`config.mk`:
```
export PLATFORM = sky130hd
export DESIGN_NAME = mbus_ctrl
export DESIGN_NICKNAME = d
export VERILOG_FILES = /design/src/rtl/mbus_pkg.sv /design/src/rtl/mbus_fsm.sv /design/src/rtl/mbus_lane.sv /design/src/rtl/mbus_dpath.sv /design/src/rtl/mbus_ctrl.sv
export SDC_FILE = /design/constraint.sdc
export NUM_CORES = 1
export LEC_CHECK = 0
export ABC_AREA = 1
export BUFFER_PORTS_ARGS = -buffer_cell sky130_fd_sc_hd__buf_2
export CAP_MARGIN = 20
export CORE_AREA = 2 2 163 165
export DETAILED_ROUTE_END_ITERATION = 10
export DIE_AREA = 0 0 165 167
export HOLD_SLACK_MARGIN = 0.08
export PLACE_DENSITY = 0.79
export SLEW_MARGIN = 0
export SYNTH_ARGS = -nofsm -noshare
export SYNTH_HDL_FRONTEND = slang
export SYNTH_HIERARCHICAL = 1
export SYNTH_SLANG_ARGS = --single-unit
```
`constraint.sdc`:
```
create_clock -name clk -period 3.1 [get_ports clk]
set_input_delay 0.155 -clock clk [delete_from_list [all_inputs] [get_ports clk]]
set_output_delay 0.155 -clock clk [all_outputs]
set_load 0.005 [all_outputs]
```
`src/rtl/mbus_pkg.sv`:
```
package mbus_pkg;
    localparam int unsigned DW    = 32;
    localparam int unsigned SZW   = 2;
    localparam int unsigned NBEAT = 1 << SZW;
    localparam int unsigned LANES = DW / 8;

    typedef enum logic [2:0] {
        ST_IDLE,
        ST_ADDR,
        ST_DATA,
        ST_RECOV,
        ST_HOLD
    } bus_st_e;

    typedef struct packed {
        logic             write;
        logic             lock_end;
        logic [1:0]       width;
        logic [SZW-1:0]   last;
        logic [LANES-1:0] lanes;
        logic [DW-1:0]    addr;
    } req_t;

    function automatic logic [1:0] step_shift(input logic [1:0] width);
        case (width)
            2'd0:    return 2'd0;
            2'd1:    return 2'd1;
            default: return 2'd2;
        endcase
    endfunction

    function automatic logic [3:0] be_pins(input logic [1:0] width,
                                           input logic [3:0] lanes,
                                           input logic [1:0] pa_lo);
        case (width)
            2'd0:    return {2'b11, pa_lo};
            2'd1:    return {~lanes[1], 1'b1, pa_lo[1], ~lanes[0]};
            default: return ~lanes;
        endcase
    endfunction
endpackage

```
`src/rtl/mbus_fsm.sv`:
```
module mbus_fsm
    import mbus_pkg::*;
(
    input  logic           clk,
    input  logic           rst,
    input  logic           req_valid,
    input  req_t           req_in,
    input  logic           req_lock,
    input  logic           rdy_n,
    input  logic           hold,
    output bus_st_e        state,
    output logic [SZW-1:0] beat,
    output req_t           cur,
    output logic           lock_q,
    output logic           done,
    output logic           req_ready,
    output logic           xfer,
    output logic           last_beat
);
    assign last_beat = (beat == cur.last);
    assign xfer      = (state == ST_DATA) && !rdy_n;
    assign req_ready = (state == ST_IDLE) && !(hold && !lock_q);

    always_ff @(posedge clk) begin
        if (rst) begin
            state  <= ST_IDLE;
            beat   <= '0;
            cur    <= '0;
            lock_q <= 1'b0;
            done   <= 1'b0;
        end else begin
            done <= 1'b0;
            case (state)
                ST_IDLE: begin
                    if (hold && !lock_q) begin
                        state <= ST_HOLD;
                    end else if (req_valid) begin
                        state <= ST_ADDR;
                        cur   <= req_in;
                        beat  <= '0;
                        if (req_lock) lock_q <= 1'b1;
                    end
                end
                ST_ADDR: state <= ST_DATA;
                ST_DATA: begin
                    if (!rdy_n) begin
                        beat <= beat + 1'b1;
                        if (last_beat) begin
                            state <= ST_RECOV;
                            done  <= 1'b1;
                            if (cur.lock_end) lock_q <= 1'b0;
                        end
                    end
                end
                ST_RECOV: if (rdy_n) state <= ST_IDLE;
                ST_HOLD:  if (!hold) state <= ST_IDLE;
                default:  state <= ST_IDLE;
            endcase
        end
    end

    AST_WAIT_REPEAT: assert property (@(posedge clk) disable iff (rst)
        (state == ST_DATA && rdy_n) |=> (state == ST_DATA && $stable(beat)));
    AST_RECOV_WAIT: assert property (@(posedge clk) disable iff (rst)
        (state == ST_RECOV && !rdy_n) |=> (state == ST_RECOV));
    AST_NO_GRANT_LOCKED: assert property (@(posedge clk) disable iff (rst)
        (state == ST_IDLE && lock_q) |=> (state != ST_HOLD));
    AST_DONE_PULSE: assert property (@(posedge clk) disable iff (rst)
        done |=> !done);
endmodule

```
`src/rtl/mbus_lane.sv`:
```
module mbus_lane
    import mbus_pkg::*;
(
    input  bus_st_e          state,
    input  logic             clk,
    input  logic             rst,
    input  logic [1:0]       width,
    input  logic [LANES-1:0] lanes,
    input  logic [3:0]       addr_lo,
    input  logic [SZW-1:0]   beat,
    output logic [3:0]       be_n,
    output logic [1:0]       pa_hi
);
    logic [3:0] offset;
    logic [3:0] pa;
    logic       active;

    assign offset = 4'(beat) << step_shift(width);
    assign pa     = addr_lo + offset;
    assign active = (state == ST_ADDR) || (state == ST_DATA);
    assign be_n   = active ? be_pins(width, lanes, pa[1:0]) : 4'hF;
    assign pa_hi  = active ? pa[3:2] : 2'b00;

    AST_LANES_STEADY: assert property (@(posedge clk) disable iff (rst)
        (state == ST_DATA && ($past(state) == ST_DATA || $past(state) == ST_ADDR)
         && width[1]) |-> $stable(be_n));
endmodule

```
`src/rtl/mbus_dpath.sv`:
```
module mbus_dpath
    import mbus_pkg::*;
(
    input  logic             clk,
    input  logic             rst,
    input  bus_st_e          state,
    input  logic             accept,
    input  logic             xfer,
    input  logic             write,
    input  logic [DW-1:2]    addr_hi,
    input  logic [SZW-1:0]   last,
    input  logic [SZW-1:0]   beat,
    input  logic [DW-1:0]    ad_in,
    input  logic [NBEAT*DW-1:0] req_wdata,
    output logic [DW-1:0]    ad_out,
    output logic             ad_oe,
    output logic [NBEAT*DW-1:0] rdata
);
    logic [NBEAT*DW-1:0] wbuf;

    always_ff @(posedge clk) begin
        if (rst)         wbuf <= '0;
        else if (accept) wbuf <= req_wdata;
    end

    for (genvar s = 0; s < NBEAT; s++) begin : g_slot
        logic [DW-1:0] q;
        always_ff @(posedge clk) begin
            if (rst || accept)
                q <= '0;
            else if (xfer && !write && beat == SZW'(s))
                q <= ad_in;
        end
        assign rdata[s*DW +: DW] = q;
    end

    always_comb begin
        ad_out = '0;
        if (state == ST_ADDR)
            ad_out = {addr_hi, last};
        else if (state == ST_DATA && write)
            ad_out = wbuf[beat*DW +: DW];
    end

    assign ad_oe = (state == ST_ADDR) || (state == ST_DATA && write);
endmodule

```
`src/rtl/mbus_ctrl.sv`:
```
module mbus_ctrl
    import mbus_pkg::*;
(
    input  logic                clk,
    input  logic                rst,
    input  logic                req_valid,
    output logic                req_ready,
    input  logic                req_write,
    input  logic [DW-1:0]       req_addr,
    input  logic [SZW-1:0]      req_last,
    input  logic [1:0]          req_width,
    input  logic [LANES-1:0]    req_lanes,
    input  logic                req_lock,
    input  logic                req_lock_end,
    input  logic [NBEAT*DW-1:0] req_wdata,
    output logic                done,
    output logic [NBEAT*DW-1:0] rdata,
    input  logic [DW-1:0]       ad_in,
    output logic [DW-1:0]       ad_out,
    output logic                ad_oe,
    output logic                ctl_oe,
    output logic                ads_n,
    output logic                ale,
    output logic [LANES-1:0]    be_n,
    output logic [1:0]          pa_hi,
    output logic                wr,
    output logic                dtr,
    output logic                den_n,
    output logic                blast_n,
    output logic                lock_n,
    input  logic                rdy_n,
    input  logic                hold,
    output logic                holda
);
    req_t           req_in;
    req_t           cur;
    bus_st_e        state;
    logic [SZW-1:0] beat;
    logic           lock_q;
    logic           xfer;
    logic           last_beat;
    logic           accept;
    logic           busy;

    assign req_in = '{write: req_write, lock_end: req_lock_end, width: req_width,
                      last: req_last, lanes: req_lanes, addr: req_addr};
    assign accept = req_valid && req_ready;

    mbus_fsm u_fsm (
        .clk(clk), .rst(rst), .req_valid(req_valid), .req_in(req_in),
        .req_lock(req_lock), .rdy_n(rdy_n), .hold(hold), .state(state),
        .beat(beat), .cur(cur), .lock_q(lock_q), .done(done),
        .req_ready(req_ready), .xfer(xfer), .last_beat(last_beat)
    );

    mbus_lane u_lane (
        .state(state), .clk(clk), .rst(rst), .width(cur.width),
        .lanes(cur.lanes), .addr_lo(cur.addr[3:0]), .beat(beat),
        .be_n(be_n), .pa_hi(pa_hi)
    );

    mbus_dpath u_dpath (
        .clk(clk), .rst(rst), .state(state), .accept(accept), .xfer(xfer),
        .write(cur.write), .addr_hi(cur.addr[DW-1:2]), .last(cur.last),
        .beat(beat), .ad_in(ad_in), .req_wdata(req_wdata),
        .ad_out(ad_out), .ad_oe(ad_oe), .rdata(rdata)
    );

    assign busy    = (state == ST_ADDR) || (state == ST_DATA);
    assign ads_n   = !(state == ST_ADDR);
    assign ale     = (state == ST_ADDR);
    assign den_n   = !(state == ST_DATA);
    assign blast_n = !(state == ST_DATA && last_beat);
    assign wr      = busy && cur.write;
    assign dtr     = busy && cur.write;
    assign lock_n  = !(lock_q && !(state == ST_DATA && last_beat && cur.lock_end));
    assign holda   = (state == ST_HOLD);
    assign ctl_oe  = !holda;

    AST_ADDR_THEN_DATA: assert property (@(posedge clk) disable iff (rst)
        !ads_n |=> (!den_n && !ale && ads_n));
    AST_BLAST_STRETCH: assert property (@(posedge clk) disable iff (rst)
        (!blast_n && rdy_n) |=> !blast_n);
    AST_DIR_STEADY: assert property (@(posedge clk) disable iff (rst)
        (!den_n && !$past(den_n)) |-> $stable(dtr));
    AST_HOLD_UNLOCKED: assert property (@(posedge clk) disable iff (rst)
        holda |-> lock_n);
    AST_HOLD_FLOAT: assert property (@(posedge clk) disable iff (rst)
        holda |-> (!ctl_oe && !ad_oe));
endmodule

```
==> results of run 1 <==
[kinds of logic after synthesis]
group / Yosys count / synth area share [%]
adder cells (fa/ha/maj): 4 / 0.450
flip-flops: 305 / 47.7
AND/OR/NAND/NOR: 1087 / 33.0
buffers and inverters: 167 / 6.44
AO/OA/AOI/OAI: 311 / 12.3
XOR/XNOR: 2 / 0.137
[Yosys cell counts (all sizes together)]
cell | count | share of area [%]
nand2 | 705 | 21
nor2 | 357 | 11
dfxtp | 305 | 48
o21ai | 165 | 6.5
a21oi | 140 | 5.5
buf | 64 | 3.4
clkbuf | 56 | 1.7
inv | 46 | 1.4
nand3 | 17 | 0.70
a21boi | 3 | 0.18
ha | 3 | 0.29
nand4 | 2 | 0.098
nor3 | 2 | 0.12
a31oi | 1 | 0.049
and2 | 1 | 0.049
clkinv | 1 | 0.039
fa | 1 | 0.16
nor3b | 1 | 0.098
nor4 | 1 | 0.049
o211ai | 1 | 0.059
o22ai | 1 | 0.049
or2 | 1 | 0.049
xnor2 | 1 | 0.068
xor2 | 1 | 0.068
[metrics by stage]
step	setup WS (ps)	area, um^2
after floorplan	1410	12800
after global placement	853	14700
after detailed placement	754	14700
after CTS	348	17800
after global routing	115	17800
final	300	17800
[area by class of cell]
class	instances	area [um^2]	share of cell area [%]
sequential	305	6110	34.3
multi-input combinational	1404	5890	33.0
timing repair buffer	618	4270	23.9
clock buffer	42	857	4.81
tap	335	419	2.35
inverter	47	185	1.04
clock inverter	12	93.8	0.526
antenna	4	10.0	0.0561
[power by group through the flow]
stage	registers, uW	logic (uW)	clock network, uW
final	4790	3370	3560
after global routing	4840	3710	3770
after CTS	4760	3210	3580
after detailed placement	4840	2980	0
after global placement	4820	2920	0
after floorplan	4780	2190	0
[layer usage]
layer  global-route usage, %  up-vias
li1                        -     6937
met1                    38.9     6757
met2                    57.1      989
met3                    7.42      301
met4                    23.7        2
met5                       0        -
[sequential cells by signal (all words and copies together) (netlist names)]
| register | cells |
|---|---|
| u_dpath/g_slot.q | 128 |
| u_dpath/wbuf | 128 |
| u_fsm/beat | 2 |
| u_fsm/cur | 42 |
| u_fsm/done | 1 |
| u_fsm/lock_q | 1 |
| u_fsm/state | 3 |
[critical path, cell delays in order (launching register included)]
cell,delay [ps]
dfxtp_1,480
nor2_4,230
nand2_2,80
nor2_4,140
nand2_1,110
inv_4,320
inv_4,280
buf_12,270
nand2_1,90
a21oi_1,70
dlygate4sd3_1,570
[path summary, 6_finish.rpt]
path / start / to / slack [ps] / cells past startpoint
worst max-delay path: u_fsm/state[0] / u_dpath/wbuf[104] / 300 / 10
worst min-delay path: req_lock / u_fsm/lock_q / 140 / 8
worst min register to register: u_dpath/wbuf[76] / u_dpath/wbuf[76] / 460 / 2
worst max register to register: u_fsm/state[0] / u_dpath/wbuf[104] / 300 / 10
==> reports/metrics.cfg, run 1 <==
[power_and_ir_drop]
combPwrFrac_pct=28.8
p_total_uw=11700
p_leak_uw=0.00829
p_seq_share_pct=40.9
cellPowerDensity_nw_per_um2=657
p_sw_share_pct=35.0
ir_worst_vdd_mv=0.514
p_int_uw=7620
p_sw_uw=4100
p_clk_share_pct=30.4

[placement]
dp_hpwl_um=28100
place.gp.congestion=0.920
io_buffers=385
dp.cells=2495

[synth]
synth.distinct_cells=38
netlist_area_um2=12800
synthCells=1876
ys_warn_count=6
syn_area_per_cell_um2=6.82
synthesis.nets=2088
ys_seq_elements=305
yosysSeqAreaShare_pct=47.7

[clock_tree]
path_clk_slew_ps=60
post_cts_buffers=0
cts_sinks=305
cts_hold_buf=213
htreeDepth=1
root_buffer=clkbuf_16
cts_resized=0
cts_buffers=31
cts_tree=yes
clk_path_buf_depth=3
clk_latency_ps=550

[routing]
met1_length_um=17500
firstDrtPassIters=8
postRouteAntennaNets=0
routed_wl_um=48600
vias=15000
drt-initial-drc-count=1685
wl_met3_um=4560
via_per_inst=5.42
top_layer_used=met5
met2WireLength_um=22800
drc_errors=0
wl_per_cell_um=17.5

[floorplan]
die_y_um=167
num_rows=59
die-area_um2=27600
ioPinCount=386
core_area_um2=25800
initial_core_util_pct=49.7
die_w_um=165

[setup_path]
critPathCaptureType=register
startpoint_type=register
critical_path_class=reg2reg
cp_data_required_time_ps=3530
arrival_ps=3230
cp_max_fo=44

[sta]
maxSlewViolCount=0
fmax_mhz=357
hold_viol=0
timing.final.crit_share_pct=90.3
finalSetupViolations=0
slew_headroom_pct=45.0
hold_ws_ps=139
period_needed_ps=2800
fin_setup_tns_ps=0
tightest_slew_ps=823
rsz0062_at_grt=no
fin_skew_ps=13.0

[layout]
final_common_cell=nand2_1
area_growth_syn_to_layout_pct=39.3
stdcell_count=2767
layout-drive-gt1-share_pct=20.1
fin_util_pct=69.2
most-common-layout-cells=nand2_1, buf_2, nor2_1, dfxtp_1, dlygate4sd3_1
fillers=1989
fin_nets=2619

[outcome]
status=complete, no violations

[global_routing]
antenna_found_initial=5
grt_pass1_vias=14600
grt_pass1_wl_um=75500
grt_max_degree=129
grt_overflow_total=0
grt_util_all_layers_pct=34.3

[flow_run]
cap_violations=0

[worst_hold_path]
hp-class=in2reg

No activity file was read; power rests on OpenSTA's default activity.
==> run 2: changes to the inputs <==
==> constraint.sdc (replaced) <==
create_clock -name clk -period 3.35 [get_ports clk]
set_input_delay 0.1675 -clock clk [delete_from_list [all_inputs] [get_ports clk]]
set_output_delay 0.1675 -clock clk [all_outputs]
set_load 0.005 [all_outputs]
==> reports/metrics.cfg, run 2 (synthesized netlist as in run 1, its figures left out) <==
[routing]
postRouteAntennaNets=0
routed_wl_um=48800
vias=14800
wl_per_cell_um=17.6
drt-initial-drc-count=1799
via_per_inst=5.36
firstDrtPassIters=9
drc_errors=0

[power_and_ir_drop]
cellPowerDensity_nw_per_um2=637
ir_worst_vdd_mv=0.532
p_leak_uw=0.00832

[clock_tree]
post_cts_buffers=0
cts_tree=yes
cts_sinks=305
htreeDepth=2
path_clk_slew_ps=60
root_buffer=clkbuf_16
cts_resized=0
clk_latency_ps=510
cts_buffers=34
clk_path_buf_depth=3

[placement]
io_buffers=385
dp.cells=2494
place.gp.congestion=0.857
dp_hpwl_um=27800

[setup_path]
critical_path_class=reg2reg
r2r_slack_ps=610
rr_endpoint=u_dpath/wbuf[18]
cp_max_fo=71
arrival_ps=3150
startpoint_type=register
critPathCaptureType=register
rr_startpoint=u_fsm/state[0]
cp_data_required_time_ps=3760
worstRegToRegCells=8

[layout]
layout-drive-gt1-share_pct=20.3
final_common_cell=nand2_1
most-common-layout-cells=nand2_1, buf_2, nor2_1, dfxtp_1, dlygate4sd3_1
area_growth_syn_to_layout_pct=40.1
fin_nets=2611
stdcell_count=2766
reg_top3=u_dpath/g_slot.q: 128 flops, u_dpath/wbuf: 128 flops, u_fsm/cur: 42 flops

[sta]
timing.final.crit_share_pct=81.8
finalSetupViolations=0
hold_viol=0
tightest_slew_ps=937
period_needed_ps=2740
rsz0062_at_grt=no
maxSlewViolCount=0
fmax_mhz=365
hold_ws_ps=148
slew_headroom_pct=37.4
fin_skew_ps=10.9
fin_setup_tns_ps=0

[floorplan]
ioPinCount=386
initial_core_util_pct=49.7
num_rows=59
die-area_um2=27600
die_w_um=165
die_y_um=167
core_area_um2=25800

[worst_hold_path]
holdPathEnd=u_fsm/state[2]
hp-start=rst
worstHoldPathCells=2
hp-class=in2reg

[flow_run]
cap_violations=0

[global_routing]
grt_pass1_wl_um=76500
grt_overflow_total=0
grt_util_all_layers_pct=35.1
antenna_found_initial=6
grt_max_degree=88
grt_pass1_vias=14700

[outcome]
status=complete, no violations

[run 2: changes by cell type in the layout (fill, tap and decap cells not counted), sizes merged]
| cell | before | now |
|---|---|---|
| clkinvlp | 2 | 1 |
| inv | 46 | 48 |
| dlygate4sd3 | 213 | 204 |
| diode | 4 | 8 |
| clkbuf | 42 | 47 |
| bufinv | 1 | 4 |
| clkinv | 10 | 7 |
| buf | 405 | 403 |
[run 2: power by group]
group          internal [uW]  switching (uW)
Clock                   2370            1530
Sequential              4100             327
Combinational           1080            2030
Total                   7540            3890
[run 2: final cells by class]
type / instances / area (um^2)
well taps: 335 / 419
clock buffers: 47 / 981
flip-flops and latches: 305 / 6110
inverters: 47 / 185
repair buffers: 607 / 4140
multi-input cells: 1404 / 5890
diodes: 8 / 20.0
clock inverters: 13 / 186
fillers: 1963 / 7830
[run 2: layer usage]
layer	share of wire (%)	GRT usage, %
met4	7.0	23.1
met1	36	39.6
met5	0	0
met3	9.5	9.91
met2	47	57.4
[run 2: worst max path at each step]
stage / startpoint / end / slack [ps] / depth (start not counted)
global route: u_fsm/state[0] / u_dpath/wbuf[17] / 80 / 8
CTS: u_fsm/state[0] / u_dpath/wbuf[20] / 680 / 8
global placement: u_fsm/state[0] / u_dpath/wbuf[13] / 860 / 8
detailed placement: u_fsm/state[0] / u_dpath/wbuf[20] / 780 / 8
floorplan: u_fsm/beat[0] / pa_hi[1] / 1640 / 8
finish: u_fsm/state[0] / u_dpath/wbuf[18] / 610 / 8
[run 2: metrics by stage]
step           instance area [um^2]  setup slack (ps)  power [uW]  utilization [%]
2_1_floorplan                 12800              1640        6440                -
3_3_place_gp                  14700               864        7160             57.1
3_5_place_dp                  14700               776        7230             57.1
4_1_cts                       17900               676       11300             69.5
5_1_grt                       17900              76.9       12000             69.6
6_report                      17900               609       11400             69.6
[run 2: what timing repair did]
| action | CTS | global route |
|---|---|---|
| hold endpoints to repair | 299 | 0 |
| setup endpoints to repair | 0 | 0 |
| hold buffers | 204 | 0 |
[run 2: critical path: stages (launching register included)]
cell and delay, ps:
dfxtp_1 470, nor2_4 240, nand2_2 80, nor2_4 150, nand2_1 110, inv_4 450
buf_4 680, nand2_1 170, a21oi_1 240
